### src/rtl/pmc_pkg.sv
`timescale 1ns/1ps
package pmc_pkg;
  localparam int CNT_W     = 48;
  localparam int REG_W     = 64;
  localparam int SEL_W     = 3;
  localparam int OPC_W     = 8;
  localparam int NUM_PROG  = 5;
  localparam int NUM_FIXED = 2;
  localparam int NUM_CNT   = NUM_FIXED + NUM_PROG;
  localparam int ADDR_W    = 5;
  localparam int CFG_BASE  = 8;
  localparam int CTRL_ADDR = 16;
  localparam int OVF_LSB   = 8;
  localparam int MATCH_LSB = 8;

  localparam logic [SEL_W-1:0] EV_OFF      = 3'd0;
  localparam logic [SEL_W-1:0] EV_BR_STACK = 3'd1;
  localparam logic [SEL_W-1:0] EV_BR_NT    = 3'd2;
  localparam logic [SEL_W-1:0] EV_OPC      = 3'd3;

  typedef struct packed {
    logic [OPC_W-1:0] match;
    logic [SEL_W-1:0] sel;
  } cfg_t;
endpackage

### src/rtl/pmc_counter.sv
`timescale 1ns/1ps
module pmc_counter #(
  parameter int W = 48
) (
  input  logic         clk,
  input  logic         rst_n,
  input  logic         ld,
  input  logic [W-1:0] ld_val,
  input  logic         inc,
  output logic [W-1:0] cnt,
  output logic         wrap
);
  logic [W-1:0] cnt_q, cnt_d;
  logic         en;

  always_comb begin
    en   = ld | inc;
    wrap = inc & ~ld & (&cnt_q);
    if (ld)
      cnt_d = ld_val;
    else
      cnt_d = cnt_q + W'(1);
  end

  always_ff @(posedge clk or negedge rst_n) begin
    if (!rst_n)
      cnt_q <= '0;
    else if (en)
      cnt_q <= cnt_d;
  end

  assign cnt = cnt_q;
endmodule

### src/rtl/pmc_event_sel.sv
`timescale 1ns/1ps
module pmc_event_sel
  import pmc_pkg::*;
(
  input  cfg_t             cfg,
  input  logic             br_stack_taken,
  input  logic             br_not_taken,
  input  logic             retire_valid,
  input  logic [OPC_W-1:0] retire_opc,
  output logic             hit
);
  always_comb begin
    unique case (cfg.sel)
      EV_BR_STACK: hit = br_stack_taken;
      EV_BR_NT:    hit = br_not_taken;
      EV_OPC:      hit = retire_valid & (retire_opc == cfg.match);
      default:     hit = 1'b0;
    endcase
  end
endmodule

### src/rtl/pmc_ctrl.sv
`timescale 1ns/1ps
module pmc_ctrl #(
  parameter int NCNT = 7
) (
  input  logic            clk,
  input  logic            rst_n,
  input  logic            ctrl_we,
  input  logic            freeze_wr,
  input  logic [NCNT-1:0] clr_mask,
  input  logic [NCNT-1:0] wrap,
  output logic            freeze,
  output logic [NCNT-1:0] ovf
);
  logic            freeze_q, freeze_d;
  logic [NCNT-1:0] ovf_q, ovf_d;
  logic            ovf_en;

  always_comb begin
    freeze_d = freeze_wr;
    ovf_en   = ctrl_we | (|wrap);
    ovf_d    = (ovf_q & ~(ctrl_we ? clr_mask : '0)) | wrap;
  end

  always_ff @(posedge clk or negedge rst_n) begin
    if (!rst_n)
      freeze_q <= 1'b0;
    else if (ctrl_we)
      freeze_q <= freeze_d;
  end

  always_ff @(posedge clk or negedge rst_n) begin
    if (!rst_n)
      ovf_q <= '0;
    else if (ovf_en)
      ovf_q <= ovf_d;
  end

  assign freeze = freeze_q;
  assign ovf    = ovf_q;
endmodule

### src/rtl/pmc_bank.sv
`timescale 1ns/1ps
module pmc_bank
  import pmc_pkg::*;
(
  input  logic              clk,
  input  logic              rst_n,
  input  logic              br_stack_taken,
  input  logic              br_not_taken,
  input  logic              retire_valid,
  input  logic [OPC_W-1:0]  retire_opc,
  input  logic              vec_busy,
  input  logic              reg_we,
  input  logic [ADDR_W-1:0] reg_addr,
  input  logic [REG_W-1:0]  reg_wdata,
  output logic [REG_W-1:0]  reg_rdata
);
  logic [NUM_CNT-1:0][CNT_W-1:0] cnt_all;
  logic [NUM_CNT-1:0]            cnt_ld;
  logic [NUM_CNT-1:0]            cnt_inc;
  logic [NUM_CNT-1:0]            cnt_wrap;
  logic [NUM_PROG-1:0]           ev_hit;
  logic [NUM_PROG-1:0]           cfg_we;
  cfg_t                          cfg_q [NUM_PROG];
  cfg_t                          cfg_d;
  logic                          ctrl_we;
  logic                          freeze_q;
  logic [NUM_CNT-1:0]            ovf_q;
  logic                          unused_wdata;

  assign unused_wdata = ^reg_wdata[REG_W-1:CNT_W];

  // write decode
  always_comb begin
    ctrl_we = reg_we & (reg_addr == ADDR_W'(CTRL_ADDR));
    for (int k = 0; k < NUM_CNT; k++)
      cnt_ld[k] = reg_we & (reg_addr == ADDR_W'(k));
    for (int i = 0; i < NUM_PROG; i++)
      cfg_we[i] = reg_we & (reg_addr == ADDR_W'(CFG_BASE + i));
    cfg_d.sel   = reg_wdata[SEL_W-1:0];
    cfg_d.match = reg_wdata[MATCH_LSB +: OPC_W];
  end

  // configuration registers and event selection
  for (genvar i = 0; i < NUM_PROG; i++) begin : g_prog
    always_ff @(posedge clk or negedge rst_n) begin
      if (!rst_n)
        cfg_q[i] <= '0;
      else if (cfg_we[i])
        cfg_q[i] <= cfg_d;
    end

    pmc_event_sel u_sel (
      .cfg            (cfg_q[i]),
      .br_stack_taken (br_stack_taken),
      .br_not_taken   (br_not_taken),
      .retire_valid   (retire_valid),
      .retire_opc     (retire_opc),
      .hit            (ev_hit[i])
    );
  end

  // increment sources
  always_comb begin
    cnt_inc[0] = ~freeze_q;
    cnt_inc[1] = ~freeze_q & vec_busy;
    for (int i = 0; i < NUM_PROG; i++)
      cnt_inc[NUM_FIXED + i] = ~freeze_q & ev_hit[i];
  end

  for (genvar k = 0; k < NUM_CNT; k++) begin : g_cnt
    pmc_counter #(.W(CNT_W)) u_cnt (
      .clk    (clk),
      .rst_n  (rst_n),
      .ld     (cnt_ld[k]),
      .ld_val (reg_wdata[CNT_W-1:0]),
      .inc    (cnt_inc[k]),
      .cnt    (cnt_all[k]),
      .wrap   (cnt_wrap[k])
    );
  end

  pmc_ctrl #(.NCNT(NUM_CNT)) u_ctrl (
    .clk       (clk),
    .rst_n     (rst_n),
    .ctrl_we   (ctrl_we),
    .freeze_wr (reg_wdata[0]),
    .clr_mask  (reg_wdata[OVF_LSB +: NUM_CNT]),
    .wrap      (cnt_wrap),
    .freeze    (freeze_q),
    .ovf       (ovf_q)
  );

  // read mux
  always_comb begin
    reg_rdata = '0;
    for (int k = 0; k < NUM_CNT; k++)
      if (reg_addr == ADDR_W'(k))
        reg_rdata[CNT_W-1:0] = cnt_all[k];
    for (int i = 0; i < NUM_PROG; i++)
      if (reg_addr == ADDR_W'(CFG_BASE + i)) begin
        reg_rdata[SEL_W-1:0]          = cfg_q[i].sel;
        reg_rdata[MATCH_LSB +: OPC_W] = cfg_q[i].match;
      end
    if (reg_addr == ADDR_W'(CTRL_ADDR)) begin
      reg_rdata[0]                  = freeze_q;
      reg_rdata[OVF_LSB +: NUM_CNT] = ovf_q;
    end
  end
endmodule

### config.mk
export PLATFORM = sky130hd
export DESIGN_NAME = pmc_bank
export DESIGN_NICKNAME = d
export VERILOG_FILES = /design/src/rtl/pmc_pkg.sv /design/src/rtl/pmc_counter.sv /design/src/rtl/pmc_event_sel.sv /design/src/rtl/pmc_ctrl.sv /design/src/rtl/pmc_bank.sv
export SDC_FILE = /design/constraint.sdc
export NUM_CORES = 1
export LEC_CHECK = 0
export CAP_MARGIN = 10
export CORE_MARGIN = 3
export CORE_UTILIZATION = 40
export DETAILED_ROUTE_END_ITERATION = 7
export DONT_BUFFER_PORTS = 1
export PLACE_DENSITY = 0.5
export SYNTH_ARGS = -nofsm -noshare
export SYNTH_HDL_FRONTEND = slang
export SYNTH_SLANG_ARGS = --single-unit
export TNS_END_PERCENT = 5
### constraint.sdc
create_clock -name clk -period 5 [get_ports clk]
set_input_delay 0 -clock clk [delete_from_list [all_inputs] [get_ports clk]]
set_output_delay 0 -clock clk [all_outputs]
set_load 0.01 [all_outputs]
==> metrics.csv <==
stage,metric,value,unit
route,ant_nets,0,
floorplan,core,0.06228,mm2
yosys,synth_edf_count,0,
sta,fin_crit_sh,65.14,%
place,dp_slack,1.812,ns
global_routing,grt_overflow,0,
worst_setup_path,cp_cell_sequence,nand4_1 -> or4_1 -> nor4_2 -> buf_4 -> o211ai_1 -> or4_1 -> a31oi_1,
place,gp_congestion,0.9452,
sta,finalSetupViolations,0,
cts,clk_latency,0.61,ns
cts,clkTransAtPathRegs,0.06,ns
place,numPortBuffers,0,
pwr,powerDensity,405.0,mW/mm2
pwr,power_frac_comb,20.6,%
yosys,synthTopCellsByArea,"dfrtp_1 39%, xnor2_1 8.4%, nor2_1 5.4%, a21oi_1 5.2%, nand2_1 3.8%",
worst_setup_path,cp.arrival,3.77,ns
worst_setup_path,crit_slowest_cell,or4_1,
route,drc_errors,32,
sta,fmax,0.3070,GHz
cts,cts.sinks,399,
worst_setup_path,cp-start-kind,flop,
pwr,irDropWorstVdd,291.7,uV
sta,setup_slack,1.743,ns
cts,h-tree-depth,2,
worst_setup_path,crit_buf_inv,1,
yosys,synth_common_cells,"399 x dfrtp_1, 367 x nor2_1, 263 x a21oi_1",
worst_setup_path,crit_type,reg -> reg,
pwr,switching_share,35.91,%
cts,clock_path_buffers,3,
final_layout,n_fill_cell,6128,
route,routed_wl,105100,um
global_routing,grt_max_degree,400,
yosys,ys_seq_elements,399,
final_layout,drive_above_1_share,7.700,%
route,first_pass_iters,8,
pwr,intPower,0.007321,W
sta,worst_slew_pin_slew,1.236,ns
yosys,syn_area,0.02538,mm2
cts,cts_tree,yes,
global_routing,first_global_vias,22070,
route,post_drt_wl_per_cell,27.69,um
yosys,yosys_warnings,0,
floorplan,io_pins,148,
cts,ctsResizeCount,0,
final_layout,area_delta_synth_final,11.11,%
sta,slew_violations,0,
yosys,synth_top_area_cell,dfrtp_1,
worst_setup_path,cp_max_fo,12,
sta,skew,0.01957,ns
pwr,pwr-share-seq,47.2,%
yosys,synth_async_sr_flop_share,100.0,%
final_layout,nets,3002,
yosys,seq_area_frac_synth,39.34,%
cts,numCtsBuffers,50,
route,drt-initial-drc-count,3200,
global_routing,grt_pass1_wl,153800,um
worst_setup_path,cp-end-kind,flop,
route,via_count,23870,
pwr,total_power,0.01142,W
cts,cts-root-buf,clkbuf_16,
floorplan,dieArea,0.06652,mm2
cts,holdBufCountCts,60,
floorplan,rows,91,
yosys,synth_most_common_cell,dfrtp_1,
pwr,p_clk_share,32.2,%
worst_setup_path,cp_top_family,simple AND/OR/NAND/NOR gates,
sta,fin_setup_tns,0,ns
yosys,synth_flop_cell,dfrtp_1,
worst_setup_path,crit_cells,7,
sta,rsz0062_at_grt,false,
sta,slew_headroom,17.35,%
floorplan,start_util,40.76,%
worst_setup_path,cp.required,5.51,ns
run_status,status,"complete, but fails checks",
worst_setup_path,slowest_delay,0.65,ns
floorplan,die_x,257.9,um
floorplan,die_h,257.9,um
worst_setup_path,r2r.worst_path.cells,7,
yosys,synthesis.area_per_instance,8.529,um2
pwr,p_sw,0.004101,W
pwr,leakage,10.28,nW
sta,hold_viol,399,
run_status,violations,"design-rule violations, negative hold slack",
yosys,netlist.area_leader.share,39.34,%
job,drv_cap,0,
sta,post-route-min-period,3.257,ns
route,vias_per_cell,6.289,
sta,holdWs,-0.9100,ns
worst_setup_path,crit_top_cell,or4_1,
global_routing,antenna_found_initial,12,
global_routing,grt_util_all_layers,30.81,%
final_layout,final_util,45.28,%
worst_hold_path,hold_class,in -> async,
yosys,synth_cells,2976,
yosys,netlist-cell-type-count,73,
cts,cts_setup_buffers,0,
place,dp_hpwl,71990,um
## final timing paths
path                                  startpoint                      to  slack (ns)
setup / recovery           g_cnt[2].u_cnt.cnt[5]  g_cnt[2].u_cnt.cnt[32]        1.74
hold / removal                             rst_n               cfg_q[30]       -0.91
hold reg to reg                        cfg_q[36]               cfg_q[36]        0.56
min in group clk                          reg_we               cfg_q[33]        0.03
setup reg to reg           g_cnt[2].u_cnt.cnt[5]  g_cnt[2].u_cnt.cnt[32]        1.74
max in group asynchronous                  rst_n  g_cnt[4].u_cnt.cnt[25]        5.04
## worst register-to-register path: cells and delay by family, from the launching register on
kind	cells	cell delay (ns)
compound gates	2	0.64
simple gates	4	1.74
flops	1	0.59
buf+inv	1	0.20
## cell type report
cell class              instances  area, um2  share of cell area (%)
multi-input cells            2325      14480                   51.34
well taps                     837       1047                   3.713
clock inverters                 6      55.05                  0.1952
inverters                      38      142.6                  0.5057
diodes                         11      27.53                 0.09760
flip-flops and latches        399       9985                   35.40
repair buffers                 97      898.4                   3.185
clock buffers                  83       1569                   5.563
## power groups by stage
stage	Clock [W]	Sequential [W]	Combinational, W
finish	0.00368	0.00539	0.00235
global route	0.00387	0.00549	0.00257
CTS	0.00374	0.00534	0.00232
detailed placement	0	0.00538	0.00216
global placement	0	0.00536	0.00210
floorplan	0	0.00487	0.00180
## registers in the layout (all words and copies together), names as in the netlist
signal and count:
u_ctrl.ovf 7, u_ctrl.freeze 1, g_cnt.u_cnt.cnt 336, cfg_q 55
## metal layers
layer  global-route usage, %  up-vias  share of wire [%]
li1                        -    10670                  -
met4                   7.266        6                2.3
met3                   7.855      164                 10
met1                   45.76    11930                 45
met2                   44.71     1100                 42
met5                       0        -              0.036
## cell usage in the layout (no fill, tap or decap), types with 53 or more instances in the layout
cell type      count
o21ai_0          115
xor2_1           109
nand3_1          139
nor4_1            72
nor2_1           365
a22oi_1           79
a21oi_1          263
nand2_1          255
nand4_1           88
xnor2_1          244
dfrtp_1          399
mux2_2            60
clkbuf_16         53
nor3_1            76
dlygate4sd3_1     58
## logic make-up after synthesis
logic type / share of synthesized area, %
buf+inv: 4.284
fa+ha+maj: 0.3450
flops: 39.34
other cells: 0.01477
xor+xnor: 12.18
mux: 3.219
compound gates: 18.09
simple gates: 22.53
## stage by stage
stage,instances,cell area (um2)
4_1_cts,3785,28180
6_report,3796,28200
3_3_place_gp,3636,25930
3_5_place_dp,3636,25930
5_1_grt,3790,28190
2_1_floorplan,2991,25440
(Power assumes the default switching activity.)
